File: src/rtl/ddr_rd_pkg.sv
package ddr_rd_pkg;
  localparam int BANK_W = 2;
  localparam int PAIR_W = 2;

  typedef enum logic {CAS2 = 1'b0, CAS3 = 1'b1} cas_e;
  typedef enum logic [1:0] {
    BURST2  = 2'd0,
    BURST4  = 2'd1,
    BURST8  = 2'd2,
    BURST8R = 2'd3
  } blen_e;

  // index of the final element pair of a burst
  function automatic logic [PAIR_W-1:0] last_pair(blen_e b);
    case (b)
      BURST2:  return 2'd0;
      BURST4:  return 2'd1;
      default: return 2'd3;
    endcase
  endfunction
endpackage

File: src/rtl/ddr_rd_cmd_pipe.sv
module ddr_rd_cmd_pipe
  import ddr_rd_pkg::*;
#(
  parameter int COL_W = 11,
  parameter int DEPTH = 2
) (
  input  logic                         clk_i,
  input  logic                         rst_ni,
  input  logic                         vld_i,
  input  logic [BANK_W-1:0]            bank_i,
  input  logic [COL_W-1:0]             col_i,
  input  logic                         ap_i,
  output logic [DEPTH-1:0]             vld_o,
  output logic [DEPTH-1:0][BANK_W-1:0] bank_o,
  output logic [DEPTH-1:0][COL_W-1:0]  col_o,
  output logic [DEPTH-1:0]             ap_o
);
  for (genvar s = 0; s < DEPTH; s++) begin : g_stg
    logic              v_d, v_q, a_d, a_q;
    logic [BANK_W-1:0] b_d, b_q;
    logic [COL_W-1:0]  c_d, c_q;

    if (s == 0) begin : g_head
      assign v_d = vld_i;
      assign b_d = bank_i;
      assign c_d = col_i;
      assign a_d = ap_i;
    end else begin : g_tail
      assign v_d = vld_o[s-1];
      assign b_d = bank_o[s-1];
      assign c_d = col_o[s-1];
      assign a_d = ap_o[s-1];
    end

    always_ff @(posedge clk_i or negedge rst_ni) begin
      if (!rst_ni) begin
        v_q <= 1'b0;
        b_q <= '0;
        c_q <= '0;
        a_q <= 1'b0;
      end else begin
        v_q <= v_d;
        b_q <= b_d;
        c_q <= c_d;
        a_q <= a_d;
      end
    end

    assign vld_o[s]  = v_q;
    assign bank_o[s] = b_q;
    assign col_o[s]  = c_q;
    assign ap_o[s]   = a_q;
  end
endmodule

File: src/rtl/ddr_rd_burst_gen.sv
module ddr_rd_burst_gen
  import ddr_rd_pkg::*;
#(
  parameter int COL_W = 11
) (
  input  logic              clk_i,
  input  logic              rst_ni,
  input  blen_e             blen_i,
  input  logic              launch_i,
  input  logic [BANK_W-1:0] bank_i,
  input  logic [COL_W-1:0]  col_i,
  input  logic              ap_i,
  output logic              act_o,
  output logic              act_nxt_o,
  output logic [BANK_W-1:0] bank_o,
  output logic [COL_W-1:0]  col_rise_o,
  output logic [COL_W-1:0]  col_fall_o,
  output logic              pre_req_o,
  output logic [BANK_W-1:0] pre_bank_o
);
  logic              act_q, ap_q, pre_q;
  logic [BANK_W-1:0] bank_q, pre_bank_q;
  logic [COL_W-1:0]  base_q;
  logic [PAIR_W-1:0] beat_q, last;
  logic [COL_W-1:0]  mask, off_r, off_f;
  logic              done;

  assign last  = last_pair(blen_i);
  assign done  = act_q && (beat_q == last);
  assign mask  = COL_W'({last, 1'b1});
  assign off_r = COL_W'({beat_q, 1'b0});
  assign off_f = COL_W'({beat_q, 1'b1});

  // sequential order, wrapping inside the aligned block
  assign col_rise_o = (base_q & ~mask) | ((base_q + off_r) & mask);
  assign col_fall_o = (base_q & ~mask) | ((base_q + off_f) & mask);

  assign act_nxt_o = launch_i | (act_q & ~done);

  always_ff @(posedge clk_i or negedge rst_ni) begin
    if (!rst_ni) begin
      act_q      <= 1'b0;
      ap_q       <= 1'b0;
      bank_q     <= '0;
      base_q     <= '0;
      beat_q     <= '0;
      pre_q      <= 1'b0;
      pre_bank_q <= '0;
    end else begin
      // only a burst that reaches its last pair may request precharge
      pre_q      <= done & ap_q;
      pre_bank_q <= bank_q;
      if (launch_i) begin
        act_q  <= 1'b1;
        ap_q   <= ap_i;
        bank_q <= bank_i;
        base_q <= col_i;
        beat_q <= '0;
      end else if (done) begin
        act_q <= 1'b0;
        ap_q  <= 1'b0;
      end else if (act_q) begin
        beat_q <= beat_q + 1'b1;
      end
    end
  end

  assign act_o      = act_q;
  assign bank_o     = bank_q;
  assign pre_req_o  = pre_q;
  assign pre_bank_o = pre_bank_q;
endmodule

File: src/rtl/ddr_rd_dq_fmt.sv
module ddr_rd_dq_fmt
  import ddr_rd_pkg::*;
#(
  parameter int COL_W = 11,
  parameter int DQ_W  = 8
) (
  input  logic [BANK_W-1:0]       bank_i,
  input  logic [1:0][COL_W-1:0]   col_i,
  output logic [1:0][DQ_W-1:0]    dq_o
);
  localparam int EXT_W = (COL_W > DQ_W) ? COL_W : DQ_W;

  logic [DQ_W-1:0] bank_mix;
  assign bank_mix = {bank_i, {(DQ_W-BANK_W){1'b0}}};

  for (genvar l = 0; l < 2; l++) begin : g_lane
    logic [EXT_W-1:0] ext;
    assign ext     = EXT_W'(col_i[l]);
    assign dq_o[l] = ext[DQ_W-1:0] ^ bank_mix;
  end
endmodule

File: src/rtl/ddr_rd_strobe.sv
module ddr_rd_strobe (
  input  logic clk_i,
  input  logic rst_ni,
  input  logic upcoming_i,
  input  logic act_i,
  input  logic act_nxt_i,
  output logic dq_oe_o,
  output logic dqs_oe_o,
  output logic dqs_rise_o,
  output logic dqs_fall_o
);
  logic pre_q;

  // preamble only when the bus would otherwise be idle the cycle before data
  always_ff @(posedge clk_i or negedge rst_ni) begin
    if (!rst_ni) pre_q <= 1'b0;
    else         pre_q <= upcoming_i & ~act_nxt_i;
  end

  assign dq_oe_o    = act_i;
  assign dqs_oe_o   = act_i | pre_q;
  assign dqs_rise_o = act_i;
  assign dqs_fall_o = 1'b0;
endmodule

File: src/rtl/ddr_rd_engine.sv
module ddr_rd_engine
  import ddr_rd_pkg::*;
#(
  parameter int COL_W  = 11,
  parameter int DQ_W   = 8,
  parameter int CL_MAX = 3
) (
  input  logic              clk_i,
  input  logic              rst_ni,
  input  logic              cl_sel_i,
  input  logic [1:0]        bl_sel_i,
  input  logic              cmd_rd_i,
  input  logic [1:0]        bank_i,
  input  logic [COL_W-1:0]  col_i,
  input  logic              ap_i,
  output logic [DQ_W-1:0]   dq_rise_o,
  output logic [DQ_W-1:0]   dq_fall_o,
  output logic              dq_oe_o,
  output logic              dqs_rise_o,
  output logic              dqs_fall_o,
  output logic              dqs_oe_o,
  output logic              pre_req_o,
  output logic [1:0]        pre_bank_o
);
  localparam int PIPE_D = CL_MAX - 1;

  cas_e  cl;
  blen_e bl;
  assign cl = cas_e'(cl_sel_i);
  assign bl = blen_e'(bl_sel_i);

  logic [PIPE_D-1:0]             p_vld, p_ap;
  logic [PIPE_D-1:0][BANK_W-1:0] p_bank;
  logic [PIPE_D-1:0][COL_W-1:0]  p_col;

  ddr_rd_cmd_pipe #(.COL_W(COL_W), .DEPTH(PIPE_D)) u_pipe (
    .clk_i  (clk_i),
    .rst_ni (rst_ni),
    .vld_i  (cmd_rd_i),
    .bank_i (bank_i),
    .col_i  (col_i),
    .ap_i   (ap_i),
    .vld_o  (p_vld),
    .bank_o (p_bank),
    .col_o  (p_col),
    .ap_o   (p_ap)
  );

  // launch stage: CL-2 registers after sampling
  logic upcoming, launch;
  assign launch   = (cl == CAS2) ? p_vld[0] : p_vld[1];
  assign upcoming = (cl == CAS2) ? cmd_rd_i : p_vld[0];

  logic              act, act_nxt;
  logic [BANK_W-1:0] cur_bank;
  logic [1:0][COL_W-1:0] cur_col;
  logic [1:0][DQ_W-1:0]  dq_pair;

  ddr_rd_burst_gen #(.COL_W(COL_W)) u_gen (
    .clk_i      (clk_i),
    .rst_ni     (rst_ni),
    .blen_i     (bl),
    .launch_i   (launch),
    .bank_i     (p_bank[cl_sel_i]),
    .col_i      (p_col[cl_sel_i]),
    .ap_i       (p_ap[cl_sel_i]),
    .act_o      (act),
    .act_nxt_o  (act_nxt),
    .bank_o     (cur_bank),
    .col_rise_o (cur_col[0]),
    .col_fall_o (cur_col[1]),
    .pre_req_o  (pre_req_o),
    .pre_bank_o (pre_bank_o)
  );

  ddr_rd_dq_fmt #(.COL_W(COL_W), .DQ_W(DQ_W)) u_fmt (
    .bank_i (cur_bank),
    .col_i  (cur_col),
    .dq_o   (dq_pair)
  );

  assign dq_rise_o = dq_pair[0];
  assign dq_fall_o = dq_pair[1];

  ddr_rd_strobe u_dqs (
    .clk_i      (clk_i),
    .rst_ni     (rst_ni),
    .upcoming_i (upcoming),
    .act_i      (act),
    .act_nxt_i  (act_nxt),
    .dq_oe_o    (dq_oe_o),
    .dqs_oe_o   (dqs_oe_o),
    .dqs_rise_o (dqs_rise_o),
    .dqs_fall_o (dqs_fall_o)
  );
endmodule

File: config.mk
export PLATFORM = sky130hd
export DESIGN_NAME = ddr_rd_engine
export DESIGN_NICKNAME = d
export VERILOG_FILES = /design/src/rtl/ddr_rd_pkg.sv /design/src/rtl/ddr_rd_cmd_pipe.sv /design/src/rtl/ddr_rd_burst_gen.sv /design/src/rtl/ddr_rd_dq_fmt.sv /design/src/rtl/ddr_rd_strobe.sv /design/src/rtl/ddr_rd_engine.sv
export SDC_FILE = /design/constraint.sdc
export NUM_CORES = 1
export LEC_CHECK = 0
export BUFFER_PORTS_ARGS = -buffer_cell sky130_fd_sc_hd__buf_2
export CAP_MARGIN = 20
export CORE_ASPECT_RATIO = 0.6
export CORE_UTILIZATION = 47
export CTS_CLUSTER_DIAMETER = 60
export DETAILED_ROUTE_END_ITERATION = 6
export PLACE_DENSITY = 0.85
export SKIP_LAST_GASP = 1
export SYNTH_ARGS = -nofsm -noshare
export SYNTH_HDL_FRONTEND = slang
export SYNTH_SLANG_ARGS = --single-unit
File: constraint.sdc
create_clock -name clk_i -period 1.51 [get_ports clk_i]
set_clock_uncertainty 0.1 [all_clocks]
set_input_delay 0.2265 -clock clk_i [delete_from_list [all_inputs] [get_ports clk_i]]
set_output_delay 0.2265 -clock clk_i [all_outputs]
set_load 0.005 [all_outputs]
* Word level (Yosys, flattened, before mapping)
Index checks and enable logic that the tools add are counted.
Widths: inputs -> output; s select.
** Storage, ports and cells
- Bits in registers :: 42
- Bits of input ports :: 20
- Output and inout port bits :: 23
** Operators by class
- Add/subtract/negate cells :: 3
- Order comparisons :: 1
- Equal/unequal tests :: 3
- Mux-type cells :: 15
- Bitwise logic cells :: 15
- Reduce and logical (&&, ||, !) cells :: 5
** Operators by type and width (count)
- $add 8x3->8 :: 2
- $and 8x3->8 :: 2
- $mux 8 :: 2
- $or 8x8->8 :: 2
- $xor 8x8->8 :: 2
- $mux 2 :: 5
- $and 8x8->8 :: 1
- $not 3->8 :: 1
- $mux 1 :: 7
- $pmux 2 s2 :: 1
- $reduce_bool 2->1 :: 2
- $and 1x1->1 :: 3
- $add 2x1->2 const B :: 1
- $eq 2x1->1 const B :: 1
- $eq 2x2->1 :: 1
- $logic_not 2->1 :: 1
- $lt 1x2->1 const B :: 1
- $ne 2x1->1 const B :: 1
- $not 1->1 :: 2
- $or 1x1->1 :: 2
- $reduce_and 2->1 :: 1
- $logic_and 1x1->1 :: 1

* Logic depth before layout (Yosys ltp)
- Depth in word-level cells :: 9
- Depth in mapped cells :: 5
- Depth with buffers taken out :: 4

* Cells and area by module
A second synthesis with hierarchy kept.
** Unflattened totals
- Cell total of the unflattened synthesis :: 167
- Area, all modules :: 2247.2 sq um
** By module, submodules not included
- ddr_rd_burst_gen :: instances 1, cells an instance 92, area an instance 1028.5 sq um, sequential area each 500.5 sq um
- ddr_rd_cmd_pipe :: instances 1, cells an instance 34, area an instance 780.7 sq um, sequential area each 750.7 sq um
- ddr_rd_engine :: instances 1, cells an instance 18, area an instance 249.0 sq um, sequential area each 0.0 sq um
- ddr_rd_dq_fmt :: instances 1, cells an instance 16, area an instance 125.1 sq um, sequential area each 0.0 sq um
- ddr_rd_strobe :: instances 1, cells an instance 7, area an instance 63.8 sq um, sequential area each 25.0 sq um

* Least setup slack after synthesis
OpenSTA, ideal clock, no wires.
- Kind :: register to output
- Start point :: register u_gen.base_q[0]
- End point :: output dq_fall_o[2]
- Arrival time :: 1.270 ns
- Slack :: -0.087 ns
- Stages on the path, launching flop included :: 6
- Cells stage by stage :: dfrtp_1 > fa_1 > xor2_1 > nand2_1 > xnor2_1 > buf_4
** RTL lines
- start: declaration :: line ddr_rd_burst_gen.sv:23 : logic [COL_W-1:0] base_q;
- start signal: assignment :: line ddr_rd_burst_gen.sv:57 : base_q <= col_i;
- end: declaration :: line ddr_rd_engine.sv:17 : output logic [DQ_W-1:0] dq_fall_o,

* Final worst setup path
- Start point :: register u_gen.base_q[1]
- End point :: output dq_fall_o[2]
** On the way
- Cells in the longest elaborated chain, start to end :: 4
** Ends and longest elaborated chain
- $add 8x3->8 :: line ddr_rd_burst_gen.sv:36 : assign col_fall_o = (base_q & ~mask) | ((base_q + off_f) & mask);
- $and 8x3->8 :: line ddr_rd_burst_gen.sv:36
- $or 8x8->8 :: line ddr_rd_burst_gen.sv:36
- $xor 8x8->8 :: line ddr_rd_dq_fmt.sv:19 : assign dq_o[l] = ext[DQ_W-1:0] ^ bank_mix;
No other way between the ends.

==> results.toml <==
[clock_network]
clkTransAtPathRegs_ns = 0.07
cts_max_path_buffers = 2
numCtsBuffers = 5
cts_tree = "done"
cts-htree-levels = 2
cts_sinks = 42
clkLatencyLatePin_ns = 0.29
cts_root_buf = "clkbuf_8"

[hold_path]
hold_class = "in -> reg"

[sta]
max_freq_mhz = 520
period_share_pct = 127
grt_setup_unrepaired = "true"
hold_viol = 0
tns_ns = -1.41
fin_hold_ws_ns = 0.188
period_needed_ns = 1.92
setup_viol = 4
final_max_slew_viol_count = 0
setup_ws_ns = -0.414

[pwr]
finalPower_mw = 2.72
p_leak_nw = 1.06
ir_drop_uv = 682
power_density_nw_per_um2 = 1260

[final_layout]
area_growth_pct = 25.9
final_layout_size_suffix_gt1_share_pct = 36.0
fillCellCount = 266
layout.cells.non_filler = 231
postLayoutCoreUtil_pct = 64.1
nNetsFinal = 207
antenna_cells = 0
final_area_sq_um = 2160

[logic_synthesis]
synth_ff_type = "dfrtp_1"
postSynthCellCount = 137
syn_area_per_cell_sq_um = 12.5
synth-seq-cells = 42
synthesis.nets = 159
ys_seq_area_share_pct = 61.4
yosys_warnings = 0
synth_area_sq_um = 1710
synth_edf_count = 0
async_flop_share_pct = 100
synthDistinctLibCells = 28

[critical_path]
crit_required_ns = 1.18
cp_max_fo = 2
crit_path_start_kind = "register"
crit_arrival_ns = 1.60
worstSetupPathType = "reg -> out"
cp-end-kind = "output port"

[routing]
first_pass_iters = 4
ant_nets = 0
wirelength_um = 2900
drc = 0
wl_per_cell_um = 12.5
num_vias = 1072
via_per_inst = 4.64
drt_iter0_drc = 61

[placement]
dp.cells = 206
dp_hpwl_um = 2080
gp_routability_congestion = 0.744
dpl_cell_area_sq_um = 1870
port_buffers = 38
place_ws_ns = -0.139

[floorplanning]
die-height_um = 48.8
io_pins = 43
num_rows = 16
die_w_um = 79.9
fp.dieArea_sq_um = 3900
core-area_sq_um = 3360
start_util_pct = 50.9

[grt]
grt_pass1_wl_um = 4880
antenna_found_initial = 0
overflow = 0
track_usage_pct = 17.0
grt_pass1_vias = 1069
grt_max_degree = 24

[outcome]
status = "finished with violations"
violations = "setup timing"

[run]
drv_cap = 0
## cell usage in the layout, fill, tap and decap left out, drive strengths merged
master	count
nor2	5
clkinvlp	1
and2	1
o211a	1
dfrtp	42
a2bb2oi	2
bufinv	1
nand3	1
ha	1
and3	1
inv	2
mux2	1
or3b	1
xnor2	2
a31oi	1
clkbuf	6
buf	50
o21ai	14
conb	1
fa	1
nand2	17
nand3b	1
a21oi	1
mux2i	12
or2	1
a21boi	1
dlygate4sd3	13
xor2	4
nor3	1
## area by class of cell
type | count | area (sq um) | area share [%]
clock buffer | 6 | 72.6 | 3.36
multi-input combinational | 71 | 504 | 23.4
clock inverter | 2 | 37.5 | 1.74
inverter | 2 | 7.51 | 0.348
timing repair buffer | 63 | 427 | 19.8
tap | 45 | 56.3 | 2.61
sequential | 42 | 1050 | 48.8
## registers in the layout, summed over array words and instances (netlist names), 2 cells and up
register          count
u_gen.bank_o          2
u_gen.beat_q          2
u_pipe.g_stg.b_q      4
u_gen.base_q          8
u_gen.pre_bank_o      2
u_pipe.g_stg.a_q      2
u_pipe.g_stg.v_q      2
u_pipe.g_stg.c_q     16
## path summary, 6_finish.rpt
path / from / endpoint / slack [ns] / cells after the start
worst max-delay path: u_gen.base_q[1] / dq_fall_o[2] / -0.41 / 5
worst min-delay path: cl_sel_i / u_dqs.pre_q / 0.19 / 3
worst max register to register: u_gen.beat_q[1] / u_gen.act_o / 0.03 / 4
worst min register to register: u_pipe.g_stg[0].c_q[3] / u_pipe.g_stg[1].c_q[3] / 0.28 / 0
max in group asynchronous: rst_ni / u_pipe.g_stg[0].c_q[4] / 0.51 / 3
min in group asynchronous: rst_ni / u_pipe.g_stg[0].b_q[1] / 0.33 / 2
## worst max-delay path, stage by stage, from the launching register on
cell and delay (ns):
dfrtp_1 0.42, fa_2 0.41, xor2_2 0.15, nand2_1 0.09, xnor2_1 0.11, buf_2 0.13
## cell usage after synthesis (all sizes together), types with 2 or more instances
| master | n | area [sq um] |
|---|---|---|
| buf | 22 | 163 |
| xnor2 | 2 | 17.5 |
| dfrtp | 42 | 1050 |
| mux2i | 12 | 133 |
| nor2 | 5 | 18.8 |
| xor2 | 4 | 35.0 |
| inv | 2 | 7.51 |
| o21ai | 14 | 70.1 |
| nand2 | 17 | 63.8 |
| a2bb2oi | 2 | 30.0 |
## what timing repair did
action | 4_1_cts | 5_1_grt
endpoints found under the hold margin | 31 | 0
pin swaps | 3 | 2
setup endpoints to repair | 4 | 6
setup buffers | 2 | 2
gates resized for setup | 2 | 2
hold buffers | 13 | 0
## kinds of logic after synthesis
group | Yosys count | synth area share (%)
flops | 42 | 61.4
simple gates | 29 | 7.60
buf+inv | 24 | 9.93
compound gates | 20 | 7.52
mux | 13 | 8.40
xor+xnor | 6 | 3.07
fa+ha+maj | 2 | 1.90
other cells | 1 | 0.219
## power breakdown
part / leakage, nW / internal [mW] / switching [mW] / total [mW]
registers: 0.501 / 1.23 / 0.0744 / 1.31
logic: 0.507 / 0.308 / 0.255 / 0.563
clock network: 0.0514 / 0.493 / 0.358 / 0.851
total: 1.06 / 2.03 / 0.687 / 2.72
## routing by layer
metal | vias to the layer above | global-route usage [%] | routed length (um)
met5 | - | 0 | 0
met4 | 0 | 5.36 | 34
met3 | 6 | 5.66 | 128
met2 | 28 | 27.6 | 1410
met1 | 513 | 21.7 | 1330
li1 | 525 | - | -
No activity file was read; power rests on OpenSTA's default activity.
